### src/rtl/dfl_pkg.sv
package dfl_pkg;
  localparam int BYTE_W = 8;

  localparam int MODE_IA_EN    = 0;
  localparam int MODE_ALL_MC   = 1;
  localparam int MODE_PROMISC  = 2;
  localparam int MODE_BC_REJ   = 3;
  localparam int MODE_W        = 4;

  typedef struct packed {
    logic accept;
    logic bcast;
    logic mcast;
    logic match;
  } dfl_verdict_t;
endpackage

### src/rtl/dfl_entry_store.sv
module dfl_entry_store #(
  parameter int N_ENT   = 10,
  parameter int N_BYTES = 6,
  parameter int IDX_W   = 8,
  localparam int TOTAL  = N_ENT * N_BYTES
) (
  input  logic                               clk,
  input  logic                               rst_n,
  input  logic                               wr_en,
  input  logic [IDX_W-1:0]                   wr_idx,
  input  logic [dfl_pkg::BYTE_W-1:0]         wr_data,
  output logic [TOTAL*dfl_pkg::BYTE_W-1:0]   store_flat
);
  localparam int BW = dfl_pkg::BYTE_W;

  for (genvar g = 0; g < TOTAL; g++) begin : g_byte
    logic          sel;
    logic [BW-1:0] byte_q;
    logic [BW-1:0] byte_d;

    always_comb begin
      sel    = wr_en && (wr_idx == IDX_W'(g));
      byte_d = sel ? wr_data : byte_q;
    end

    always_ff @(posedge clk or negedge rst_n) begin
      if (!rst_n) byte_q <= '0;
      else        byte_q <= byte_d;
    end

    assign store_flat[g*BW +: BW] = byte_q;
  end
endmodule

### src/rtl/dfl_da_collector.sv
module dfl_da_collector #(
  parameter int N_ENT   = 10,
  parameter int N_BYTES = 6,
  localparam int TOTAL  = N_ENT * N_BYTES,
  localparam int POS_W  = (N_BYTES > 1) ? $clog2(N_BYTES) : 1
) (
  input  logic                              clk,
  input  logic                              rst_n,
  input  logic                              da_valid,
  input  logic                              da_start,
  input  logic [dfl_pkg::BYTE_W-1:0]        da_byte,
  input  logic [TOTAL*dfl_pkg::BYTE_W-1:0]  store_flat,
  output logic                              last_byte,
  output logic                              frame_open,
  output logic [N_ENT-1:0]                  hit_nxt,
  output logic                              ones_nxt,
  output logic                              grp_nxt
);
  localparam int BW = dfl_pkg::BYTE_W;

  logic             busy_q, busy_d;
  logic [POS_W-1:0] pos_q, pos_d;
  logic [N_ENT-1:0] hit_q, hit_d;
  logic             ones_q, ones_d;
  logic             grp_q, grp_d;
  logic             take;
  logic [POS_W-1:0] pos_sel;

  always_comb begin
    take       = da_valid && (da_start || busy_q);
    pos_sel    = da_start ? '0 : pos_q;
    last_byte  = take && (pos_sel == POS_W'(N_BYTES - 1));
    frame_open = da_valid && da_start;
  end

  for (genvar e = 0; e < N_ENT; e++) begin : g_cmp
    logic [BW-1:0] ref_byte;
    always_comb begin
      ref_byte   = store_flat[(e*N_BYTES + int'(pos_sel))*BW +: BW];
      hit_nxt[e] = (da_start ? 1'b1 : hit_q[e]) && (ref_byte == da_byte);
    end
  end

  always_comb begin
    ones_nxt = (da_start ? 1'b1 : ones_q) && (da_byte == {BW{1'b1}});
    grp_nxt  = da_start ? da_byte[0] : grp_q;

    busy_d = busy_q;
    pos_d  = pos_q;
    hit_d  = hit_q;
    ones_d = ones_q;
    grp_d  = grp_q;
    if (take) begin
      busy_d = !last_byte;
      pos_d  = pos_sel + 1'b1;
      hit_d  = hit_nxt;
      ones_d = ones_nxt;
      grp_d  = grp_nxt;
    end
  end

  always_ff @(posedge clk or negedge rst_n) begin
    if (!rst_n) begin
      busy_q <= 1'b0;
      pos_q  <= '0;
      hit_q  <= '0;
      ones_q <= 1'b0;
      grp_q  <= 1'b0;
    end else begin
      busy_q <= busy_d;
      pos_q  <= pos_d;
      hit_q  <= hit_d;
      ones_q <= ones_d;
      grp_q  <= grp_d;
    end
  end
endmodule

### src/rtl/dfl_decide.sv
module dfl_decide #(
  parameter int N_ENT = 10
) (
  input  logic                         clk,
  input  logic                         rst_n,
  input  logic                         last_byte,
  input  logic                         frame_open,
  input  logic [N_ENT-1:0]             hit_nxt,
  input  logic                         ones_nxt,
  input  logic                         grp_nxt,
  input  logic [dfl_pkg::MODE_W-1:0]   mode,
  input  logic                         hash_hit,
  output logic                         done,
  output dfl_pkg::dfl_verdict_t        verdict
);
  import dfl_pkg::*;

  logic [N_ENT-1:0] en_mask;
  dfl_verdict_t     vd_new;
  dfl_verdict_t     vd_q, vd_d;
  logic             done_q, done_d;

  // Entry 0 is always live; the rest follow the individual filter enable.
  for (genvar e = 0; e < N_ENT; e++) begin : g_mask
    if (e == 0) begin : g_always
      assign en_mask[e] = 1'b1;
    end else begin : g_gated
      assign en_mask[e] = mode[MODE_IA_EN];
    end
  end

  always_comb begin
    vd_new.match  = |(hit_nxt & en_mask);
    vd_new.bcast  = ones_nxt;
    vd_new.mcast  = grp_nxt && !ones_nxt;
    vd_new.accept = vd_new.match
                 || (vd_new.bcast && !mode[MODE_BC_REJ])
                 || (vd_new.mcast && (mode[MODE_ALL_MC] || hash_hit))
                 || (!vd_new.mcast && mode[MODE_PROMISC]);

    done_d = done_q;
    vd_d   = vd_q;
    if (last_byte) begin
      done_d = 1'b1;
      vd_d   = vd_new;
    end else if (frame_open) begin
      done_d = 1'b0;
      vd_d   = '0;
    end
  end

  always_ff @(posedge clk or negedge rst_n) begin
    if (!rst_n) begin
      done_q <= 1'b0;
      vd_q   <= '0;
    end else begin
      done_q <= done_d;
      vd_q   <= vd_d;
    end
  end

  assign done    = done_q;
  assign verdict = vd_q;
endmodule

### src/rtl/dst_addr_filter.sv
module dst_addr_filter #(
  parameter int N_ENT   = 10,
  parameter int N_BYTES = 6,
  parameter int IDX_W   = 8
) (
  input  logic             clk,
  input  logic             rst_n,
  input  logic             cfg_we,
  input  logic [IDX_W-1:0] cfg_idx,
  input  logic [7:0]       cfg_wdata,
  input  logic [3:0]       mode,
  input  logic             hash_hit,
  input  logic             da_valid,
  input  logic             da_start,
  input  logic [7:0]       da_byte,
  output logic             flt_done,
  output logic             flt_accept,
  output logic             flt_bcast,
  output logic             flt_mcast,
  output logic             flt_match
);
  import dfl_pkg::*;

  localparam int TOTAL = N_ENT * N_BYTES;

  logic [TOTAL*BYTE_W-1:0] store_flat;
  logic                    last_byte;
  logic                    frame_open;
  logic [N_ENT-1:0]        hit_nxt;
  logic                    ones_nxt;
  logic                    grp_nxt;
  dfl_verdict_t            verdict;

  dfl_entry_store #(.N_ENT(N_ENT), .N_BYTES(N_BYTES), .IDX_W(IDX_W)) u_store (
    .clk        (clk),
    .rst_n      (rst_n),
    .wr_en      (cfg_we),
    .wr_idx     (cfg_idx),
    .wr_data    (cfg_wdata),
    .store_flat (store_flat)
  );

  dfl_da_collector #(.N_ENT(N_ENT), .N_BYTES(N_BYTES)) u_coll (
    .clk        (clk),
    .rst_n      (rst_n),
    .da_valid   (da_valid),
    .da_start   (da_start),
    .da_byte    (da_byte),
    .store_flat (store_flat),
    .last_byte  (last_byte),
    .frame_open (frame_open),
    .hit_nxt    (hit_nxt),
    .ones_nxt   (ones_nxt),
    .grp_nxt    (grp_nxt)
  );

  dfl_decide #(.N_ENT(N_ENT)) u_dec (
    .clk        (clk),
    .rst_n      (rst_n),
    .last_byte  (last_byte),
    .frame_open (frame_open),
    .hit_nxt    (hit_nxt),
    .ones_nxt   (ones_nxt),
    .grp_nxt    (grp_nxt),
    .mode       (mode),
    .hash_hit   (hash_hit),
    .done       (flt_done),
    .verdict    (verdict)
  );

  assign flt_accept = verdict.accept;
  assign flt_bcast  = verdict.bcast;
  assign flt_mcast  = verdict.mcast;
  assign flt_match  = verdict.match;
endmodule

### config.mk
export PLATFORM = sky130hd
export DESIGN_NAME = dst_addr_filter
export DESIGN_NICKNAME = d
export VERILOG_FILES = /design/src/rtl/dfl_pkg.sv /design/src/rtl/dfl_entry_store.sv /design/src/rtl/dfl_da_collector.sv /design/src/rtl/dfl_decide.sv /design/src/rtl/dst_addr_filter.sv
export SDC_FILE = /design/constraint.sdc
export NUM_CORES = 1
export LEC_CHECK = 0
export BUFFER_PORTS_ARGS = -buffer_cell sky130_fd_sc_hd__buf_4
export CAP_MARGIN = 0
export CORE_UTILIZATION = 55
export CTS_BUF_LIST = sky130_fd_sc_hd__clkbuf_2
export DETAILED_ROUTE_END_ITERATION = 8
export MAX_ROUTING_LAYER = met4
export PLACE_DENSITY_LB_ADDON = 0.08
export SYNTH_ARGS = -nofsm -noshare
export SYNTH_HDL_FRONTEND = slang
export SYNTH_HIERARCHICAL = 1
export SYNTH_SLANG_ARGS = --single-unit
### constraint.sdc
create_clock -name clk -period 2.3 [get_ports clk]
set_input_delay 0.115 -clock clk [delete_from_list [all_inputs] [get_ports clk]]
set_output_delay 0.115 -clock clk [all_outputs]
set_load 0.005 [all_outputs]
Yosys cells after proc, flatten, opt, wreduce, memory -nomap -nowiden
Cells that the tools add are included.
{"block": "op_classes", "shift": 10, "n_bitwise": 1, "n_addsub": 10, "eq_ne": 71, "muxes": 17, "reduce_logical": 90}
{"op": "480-bit by 32-bit variable part select with 8-bit output", "count": 9}
{"op": "480-bit by 7-bit variable part select with 8-bit output", "count": 1}
{"op": "8-bit by 6-bit equality test with 1-bit output, second input constant", "count": 28}
{"op": "8-bit by 5-bit equality test with 1-bit output, second input constant", "count": 16}
{"op": "8-bit equality test", "count": 10}
{"op": "1-bit logical AND", "count": 78}
{"op": "8-bit by 4-bit equality test with 1-bit output, second input constant", "count": 8}
{"op": "8-bit by 3-bit equality test with 1-bit output, second input constant", "count": 4}
{"op": "6-bit by 3-bit adder with 7-bit output, first input constant", "count": 4}
{"op": "5-bit by 3-bit adder with 6-bit output, first input constant", "count": 3}
{"op": "8-bit by 2-bit equality test with 1-bit output, second input constant", "count": 2}
{"op": "1-bit two-way mux", "count": 14}
{"op": "10-bit bitwise AND", "count": 1}
{"op": "10-bit OR reduction", "count": 1}
{"op": "8-bit by 1-bit equality test with 1-bit output, second input constant", "count": 1}
{"op": "8-bit equality test, second input constant", "count": 1}
{"op": "8-bit logical NOT", "count": 1}
{"op": "4-bit two-way mux", "count": 2}
{"op": "4-bit by 3-bit adder with 5-bit output, first input constant", "count": 1}
{"op": "1-bit logical OR", "count": 5}
{"op": "3-bit by 3-bit adder with 4-bit output, first input constant", "count": 1}
{"op": "1-bit logical NOT", "count": 4}
{"op": "3-bit by 1-bit adder with 3-bit output, second input constant", "count": 1}
{"op": "3-bit equality test, second input constant", "count": 1}
{"op": "other kinds (2)", "count": 2}
{"block": "totals", "reg_bits": 501, "wordCells": 269}

Longest topological paths before layout
Gate-level depths: netlist (run 1).
{"block": "depth", "word_depth": 11, "mapped_depth": 13, "depth_no_buf": 10}

Hierarchy
Netlist (run 1), hierarchy kept.
{"mod": "dfl_entry_store", "cells_each": 1125, "instances": 1, "area_per_inst_um2": 18753.0}
{"mod": "dfl_da_collector", "cells_each": 1000, "instances": 1, "area_per_inst_um2": 7830.0}
{"mod": "dfl_decide", "cells_each": 25, "instances": 1, "area_per_inst_um2": 255.2}

Worst setup path before layout (run 1)
No wires, ideal clock.
{"block": "synth_timing", "path_kind": "register to register", "startpoint": "reg u_coll.pos_q[1]", "endpoint": "reg u_dec.vd_q, in the netlist u_dec/verdict[3]", "path_stages_with_launch": 12, "arrival_time_ns": 2.386, "setup_ns": 0.080, "n_path_buf": 3, "setup_slack_ns": -0.166, "period_less_slack_ns": 2.466, "cell_sequence": "dfrtp_1 > buf_4 > buf_6 > buf_2 > o32a_1 > a211o_1 > a31oi_1 > nand3_1 > a211oi_1 > nor4_2 > a31o_2 > o211ai_2"}
{"block": "synth_via", "elab_chain_cells": 11}
{"item": "from (decl)", "line": "dfl_da_collector.sv:22", "source": "logic [POS_W-1:0] pos_q, pos_d;"}
{"item": "from (signal assigned)", "line": "dfl_da_collector.sv:71", "source": "pos_q <= pos_d;"}
{"item": "3-bit two-way mux", "line": "dfl_da_collector.sv:31", "source": "pos_sel = da_start ? '0 : pos_q;"}
{"item": "5-bit by 3-bit adder with 6-bit output", "line": "dfl_da_collector.sv:39", "source": "ref_byte = store_flat[(e*N_BYTES + int'(pos_sel))*BW +: BW];"}
{"item": "480-bit by 32-bit variable part select with 8-bit output", "line": "dfl_da_collector.sv:39"}
{"item": "8-bit equality test", "line": "dfl_da_collector.sv:40", "source": "hit_nxt[e] = (da_start ? 1'b1 : hit_q[e]) && (ref_byte == da_byte);"}
{"item": "1-bit logical AND", "line": "dfl_da_collector.sv:40"}
{"item": "net hit_nxt[3]", "line": "dst_addr_filter.sv:29", "source": "logic [N_ENT-1:0] hit_nxt;"}
{"item": "10-bit bitwise AND", "line": "dfl_decide.sv:33", "source": "vd_new.match = |(hit_nxt & en_mask);"}
{"item": "10-bit OR reduction", "line": "dfl_decide.sv:33"}
{"item": "1-bit logical OR", "line": "dfl_decide.sv:37", "source": "|| (vd_new.bcast && !mode[MODE_BC_REJ])"}
{"item": "1-bit logical OR", "line": "dfl_decide.sv:38", "source": "|| (vd_new.mcast && (mode[MODE_ALL_MC] || hash_hit))"}
{"item": "1-bit logical OR", "line": "dfl_decide.sv:39", "source": "|| (!vd_new.mcast && mode[MODE_PROMISC]);"}
{"item": "4-bit two-way mux", "line": "dfl_decide.sv:43", "source": "if (last_byte) begin"}
{"item": "to (signal assigned)", "line": "dfl_decide.sv:58", "source": "vd_q <= vd_d;"}
{"item": "to (decl)", "line": "dfl_decide.sv:20", "source": "dfl_verdict_t vd_q, vd_d;"}
The timed path passes the listed nets, and every way through them passes these cells.
A chain may end at the register's enable or synchronous reset.

Final worst setup path (run 1)
{"block": "layout_timing", "startpoint": "reg u_coll.pos_q[1]", "endpoint": "reg u_dec.vd_q, in the netlist u_dec/verdict[3]"}
{"block": "layout_via", "elab_chain_cells": 11}
{"item": "3-bit two-way mux", "line": "dfl_da_collector.sv:31"}
{"item": "6-bit by 3-bit adder with 7-bit output", "line": "dfl_da_collector.sv:39"}
{"item": "480-bit by 32-bit variable part select with 8-bit output", "line": "dfl_da_collector.sv:39"}
{"item": "8-bit equality test", "line": "dfl_da_collector.sv:40"}
{"item": "1-bit logical AND", "line": "dfl_da_collector.sv:40"}
{"item": "net hit_nxt[7]", "line": "dst_addr_filter.sv:29"}
{"item": "10-bit bitwise AND", "line": "dfl_decide.sv:33"}
{"item": "10-bit OR reduction", "line": "dfl_decide.sv:33"}
{"item": "1-bit logical OR", "line": "dfl_decide.sv:37"}
{"item": "1-bit logical OR", "line": "dfl_decide.sv:38"}
{"item": "1-bit logical OR", "line": "dfl_decide.sv:39"}
{"item": "4-bit two-way mux", "line": "dfl_decide.sv:43"}
The timed path passes the listed nets, and every way through them passes these cells.

==> flow_metrics.env, run 1 <==
export IMPL_cts_tree="built"
export IMPL_antenna_found_initial=2
export IMPL_p_leak_nw=15.9
export IMPL_fmax_ghz=0.336
export IMPL_path_max_fanout=13
export IMPL_max_slew_worst_pin_slew_ps=1240
export IMPL_ios=39
export IMPL_synthCells=2150
export IMPL_cts_root_buf="clkbuf_2"
export IMPL_synth_ff_type="dfrtp_1"
export IMPL_wl_per_cell_um=27.7
export IMPL_drtIter0Drc=1975
export IMPL_setup_tns_final_ps=-4900
export IMPL_post_drt_via_cell_ratio=6.53
export IMPL_rsz0062_at_grt="yes"
export IMPL_p_per_area_nw_per_um2=649
export IMPL_grt_pass1_wl_um=134000
export IMPL_slew_violations=0
export IMPL_drive_above_1_share_pct=45.4
export IMPL_setup_worst_path_class="flop to flop"
export IMPL_hpwl_um=52700
export IMPL_routed_wirelength_um=89400
export IMPL_ys_seq_elements=501
export IMPL_synth_fp_nets=2186
export IMPL_drc=0
export IMPL_first_pass_iters=6
export IMPL_syn_cell_area_sq_um=26800
export IMPL_clockBufferDepth=3
export IMPL_area_growth_pct=21.4
export IMPL_seq_area_frac_synth_pct=46.7
export IMPL_fin_crit_ps=2970
export IMPL_vias=21070
export IMPL_gp_congestion=0.928
export IMPL_violations="setup timing"
export IMPL_endpoint_kind="flop"
export IMPL_gr_total_overflow=0
export IMPL_setup_ws_ps=-672
export IMPL_crit_required_ps=3550
export IMPL_slew_limit_headroom_pct=16.7
export IMPL_place_inst=2858
export IMPL_post_route_period_util_pct=129
export IMPL_coreArea_sq_um=47900
export IMPL_htreeDepth=4
export IMPL_yosys_warnings=6
export IMPL_cts_inserted_buffers=137
export IMPL_irDropWorstVdd_uv=359
export IMPL_grt_max_degree=87
export IMPL_die_area_sq_um=49700
export IMPL_fp_row_count=80
export IMPL_port_buffers=38
export IMPL_start_util_pct=56.0
export IMPL_finalPower_mw=21.2
export IMPL_crit_path_start_kind="flop"
export IMPL_max_cap_viol_count=0
export IMPL_regArea_sq_um=12500
export IMPL_setup_viol=39
export IMPL_final_hold_viol_count=0
export IMPL_ys_types=79
export IMPL_outcome="finished, violations left"
export IMPL_final_cells=3226
export IMPL_clk_transition_reported_paths_ps=110
export IMPL_multi_input_area_sq_um=13800
export IMPL_async_flop_share_pct=100
export IMPL_clock_latency_ps=1340
export IMPL_worstPathArrival_ps=4220
export IMPL_die_h_um=223
export IMPL_n_fill_cell=3646
export IMPL_timing_hold_ws_ps=131
export IMPL_grt_use_total_pct=37.4
export IMPL_reg2reg_setup_slack_ps=-670
export IMPL_synth_avg_cell_area_sq_um=12.5
export IMPL_hp_class="input port to flop"
export IMPL_fin_nets=2544
export IMPL_cts_sinks=501
export IMPL_ant_nets=0
export IMPL_die_w_um=223
export IMPL_utilization_pct=67.9
export IMPL_grt_pass1_vias=21301
export IMPL_synth_edf_count=0
export IMPL_fin_worst_skew_ps=102
==> power breakdown <==
part	leakage [nW]	internal, mW	total, mW	switching (mW)
sequential	6.90	9.22	9.52	0.295
combinational	8.07	2.38	5.11	2.73
clock	0.959	2.77	6.53	3.76
total	15.9	14.4	21.2	6.78
==> final cells by class <==
cell class	instances	area share, %
clock inverters	32	0.711
repair buffers	410	12.3
inverters	47	0.553
multi-input cells	1411	42.4
well taps	615	2.36
flip-flops and latches	501	38.5
clock buffers	202	3.10
diodes	8	0.0615
==> cells in the mapped netlist, drive strengths merged, types with 39 or more instances <==
library cell	count	area share [%]
a21oi	44	0.82
xor2	41	1.3
clkbuf	98	1.4
dfrtp	501	47
mux2i	224	8.4
a221oi	39	1.3
buf	93	2.3
inv	47	0.66
o22ai	77	1.8
nand2	41	0.57
mux2	492	21
nor3	47	1.9
==> registers in the layout (all words and copies together), names as in the netlist <==
name / cells
u_coll/grp_q: 1
u_coll/pos_q: 3
u_dec/done: 1
u_dec/verdict: 4
u_coll/busy_q: 1
u_store/g_byte.byte_q: 480
u_coll/ones_q: 1
u_coll/hit_q: 10
==> layout by cell type, fill, tap and decap left out, types with 21 or more instances in the layout <==
cell | synthesis | routed
mux2_2 | 465 | 465
dfrtp_1 | 501 | 499
clkbuf_2 | 0 | 202
mux2_4 | 24 | 24
nand2_1 | 41 | 41
mux2i_1 | 224 | 197
o22ai_1 | 77 | 59
a221oi_1 | 39 | 25
nor2_1 | 29 | 26
nand3_1 | 35 | 34
inv_1 | 47 | 46
a21oi_1 | 44 | 36
nor3b_1 | 26 | 21
buf_4 | 20 | 261
xor2_1 | 41 | 41
buf_12 | 1 | 36
dlygate4sd3_1 | 0 | 87
o32a_1 | 25 | 25
==> worst max-delay path, stage by stage, from the launching register on <==
cell and delay, ps:
dfrtp_4 510, buf_4 170, nand3b_1 150, buf_4 270
buf_4 260, o22ai_1 160, a311o_1 350, a32oi_1 200
nand4_1 190, nor2_2 220, nor4_2 100, a31o_2 290
o211ai_2 60
==> stage by stage <==
stage	setup slack (ps)	instance area, sq um
finish	-672	32600
global route	-746	32600
CTS	-603	31900
detailed placement	-884	29200
global placement	-873	29200
floorplan	-14.9	27000
==> worst paths after layout <==
path,start,end,depth (start not counted)
min in group asynchronous,rst_n,u_coll/hit_q[7],5
min reg2reg,u_dec/done,u_dec/done,1
min,cfg_idx[5],u_store/g_byte[11].byte_q[2],5
max in group asynchronous,rst_n,u_store/g_byte[17].byte_q[3],7
max,u_coll/pos_q[1],u_dec/verdict[3],12
max reg2reg,u_coll/pos_q[1],u_dec/verdict[3],12
==> metal layers <==
| layer | track usage, % | part of all wire [%] |
|---|---|---|
| met5 | - | 0 |
| met2 | 55.4 | 46 |
| met1 | 49.1 | 42 |
| met4 | 15.7 | 3.3 |
| met3 | 9.11 | 8.9 |
==> what timing repair did <==
action,CTS,global route
setup endpoints to repair,14,165
endpoints found under the hold margin,1002,0
setup buffers,13,16
pin swaps,23,36
cloned,1,4
hold buffers,94,0
gates resized for setup,58,81
==> cells by family (layout without fill, tap and decap cells) <==
kind of cell	after synthesis	count (layout)	synth area share [%]
other	0	8	0
multiplexers	720	720	29.7
flip-flops	501	501	46.7
adder cells (fa/ha/maj)	2	2	0.0932
XOR/XNOR	46	46	1.50
buffers and inverters	238	691	4.35
AO/OA/AOI/OAI	387	387	11.0
AND/OR/NAND/NOR	256	256	6.63
(Power assumes the default switching activity.)
==> run 2: changes to the inputs <==
--- a/config.mk
+++ b/config.mk
@@ -10,7 +10,6 @@
 export CORE_UTILIZATION = 55
 export CTS_BUF_LIST = sky130_fd_sc_hd__clkbuf_2
 export DETAILED_ROUTE_END_ITERATION = 8
-export MAX_ROUTING_LAYER = met4
 export PLACE_DENSITY_LB_ADDON = 0.08
 export SYNTH_ARGS = -nofsm -noshare
 export SYNTH_HDL_FRONTEND = slang
==> flow_metrics.env, run 2 (same netlist as run 1, synthesis figures left out) <==
export IMPL_crit_required_ps=3600
export IMPL_setup_worst_path_class="flop to flop"
export IMPL_endpoint_kind="flop"
export IMPL_p_sw_mw=6.75
export IMPL_cts_root_buf="clkbuf_2"
export IMPL_htreeDepth=4
export IMPL_cts_sinks=501
export IMPL_vias=20901
export IMPL_fp_row_count=80
export IMPL_drtIter0Drc=1838
export IMPL_start_util_pct=56.0
export IMPL_p_clk_share_pct=31.0
export IMPL_grt_use_total_pct=36.2
export IMPL_crit_start="u_coll/pos_q[0]"
export IMPL_drc=0
export IMPL_pwr_share_seq_pct=45.1
export IMPL_setup_viol=12
export IMPL_grt_max_degree=87
export IMPL_p_int_mw=14.3
export IMPL_max_slew_worst_pin_slew_ps=1210
export IMPL_fin_crit_ps=2970
export IMPL_rsz0062_at_grt="yes"
export IMPL_dp_slack_ps=-884
export IMPL_p_per_area_nw_per_um2=651
export IMPL_die_h_um=223
export IMPL_cts_tree="built"
export IMPL_first_pass_iters=7
export IMPL_hp_class="input port to flop"
export IMPL_outcome="finished, violations left"
export IMPL_wl_per_cell_um=27.6
export IMPL_top_register="u_store/g_byte.byte_q"
export IMPL_fin_worst_skew_ps=94.8
export IMPL_gr_total_overflow=0
export IMPL_slew_limit_headroom_pct=19.1
export IMPL_setup_tns_final_ps=-3550
export IMPL_fin_nets=2537
export IMPL_n_fill_cell=3685
export IMPL_clockBufferDepth=3
export IMPL_final_hold_viol_count=0
export IMPL_post_route_period_util_pct=129
export IMPL_r2r_start="u_coll/pos_q[0]"
export IMPL_clock_latency_ps=1390
export IMPL_slew_violations=0
export IMPL_largest_reg_flops=480
export IMPL_area_growth_pct=20.6
export IMPL_place_inst=2858
export IMPL_gp_congestion=0.912
export IMPL_routed_wirelength_um=88800
export IMPL_setup_ws_ps=-673
export IMPL_die_w_um=223
export IMPL_final_common_cell="dfrtp_1"
export IMPL_fmax_ghz=0.336
export IMPL_min_from="cfg_idx[5]"
export IMPL_hpwl_um=52700
export IMPL_p_sw_share_pct=32.0
export IMPL_clk_transition_reported_paths_ps=100
export IMPL_ant_nets=0
export IMPL_port_buffers=38
export IMPL_worstPathArrival_ps=4270
export IMPL_grt_pass1_wl_um=133000
export IMPL_comb_power_share_pct=23.9
export IMPL_coreArea_sq_um=47900
export IMPL_crit_path_start_kind="flop"
export IMPL_ios=39
export IMPL_drive_above_1_share_pct=44.6
export IMPL_die_area_sq_um=49700
export IMPL_violations="setup timing"
export IMPL_cts_inserted_buffers=137
export IMPL_antenna_found_initial=2
export IMPL_max_cap_viol_count=0
export IMPL_final_cells=3219
export IMPL_path_max_fanout=12
export IMPL_mostFrequentLayoutCells="dfrtp_1, mux2_2, buf_4"
export IMPL_grt_pass1_vias=21292
export IMPL_p_leak_nw=15.9
export IMPL_post_drt_via_cell_ratio=6.49
export IMPL_irDropWorstVdd_uv=359
-- run 2: cell types whose count changed in the layout (fill, tap and decap cells not counted), moves of 3 or more --
cell,delta
buf_4,-5
mux2i_1,+4
mux2i_4,-3
nor3b_1,+3
nor3b_2,-3
-- run 2: final cells by class --
| cell class | instances | area, sq um | area share, % |
|---|---|---|---|
| Inverter | 47 | 180 | 0.557 |
| Antenna cell | 8 | 20.0 | 0.0619 |
| Timing Repair Buffer | 403 | 3910 | 12.1 |
| Sequential cell | 501 | 12500 | 38.8 |
| Clock inverter | 32 | 231 | 0.715 |
| Multi-Input combinational cell | 1411 | 13700 | 42.3 |
| Clock buffer | 202 | 1010 | 3.12 |
| Tap cell | 615 | 769 | 2.38 |
-- run 2: timing repair --
action	CTS	global route
buffers inserted	13	11
gates cloned	1	2
hold buffers	94	0
endpoints found under the setup margin	14	167
gates resized for setup	58	56
hold endpoints to repair	1002	0
pin swaps	23	30
-- run 2: critical path, stage by stage (launching register included) --
cell and delay (ps):
dfrtp_4 490, buf_6 230, buf_4 270, mux2i_1 310, o22ai_1 170, a21oi_1 170
xor2_1 200, nand3_2 150, nor3_4 400, nor4_2 130, a31o_2 290, o211ai_2 60
-- run 2: path summary, 6_finish.rpt --
path | end | cells after the start | slack [ps]
max | u_dec/verdict[3] | 11 | -670
min | u_store/g_byte[12].byte_q[2] | 5 | 90
max reg2reg | u_dec/verdict[3] | 11 | -670
min reg2reg | u_coll/hit_q[7] | 2 | 490
max in group asynchronous | u_store/g_byte[17].byte_q[3] | 7 | 990
min in group asynchronous | u_store/g_byte[29].byte_q[3] | 5 | 390
-- run 2: power by group through the flow --
stage                     Sequential, mW  Combinational [mW]  Clock (mW)
after global placement              9.65                4.26           0
after global routing                9.56                5.26        7.20
final                               9.51                5.03        6.54
after CTS                           9.50                4.75        6.70
after detailed placement            9.67                4.32           0
after floorplan                     9.58                2.81           0
-- run 2: metrics by stage --
step / hold WS (ps) / instance area, sq um / power, mW / utilization (%)
3_3_place_gp: 85.2 / 29200 / 13.9 / 61.0
5_1_grt: 29.2 / 32400 / 22.0 / 67.5
6_report: 92.3 / 32400 / 21.1 / 67.5
3_5_place_dp: 92.2 / 29200 / 14.0 / 61.0
2_1_floorplan: -181 / 27000 / 12.4 / -
4_1_cts: 5.79 / 31900 / 21.0 / 66.6
-- run 2: metal layers --
| metal | up-vias | track usage [%] | wire, um |
|---|---|---|---|
| met3 | 223 | 9.30 | 8100 |
| met4 | 0 | 16.0 | 3330 |
| met2 | 987 | 55.1 | 40500 |
| li1 | 8938 | - | - |
| met5 | - | 0 | 0 |
| met1 | 10753 | 49.0 | 36800 |
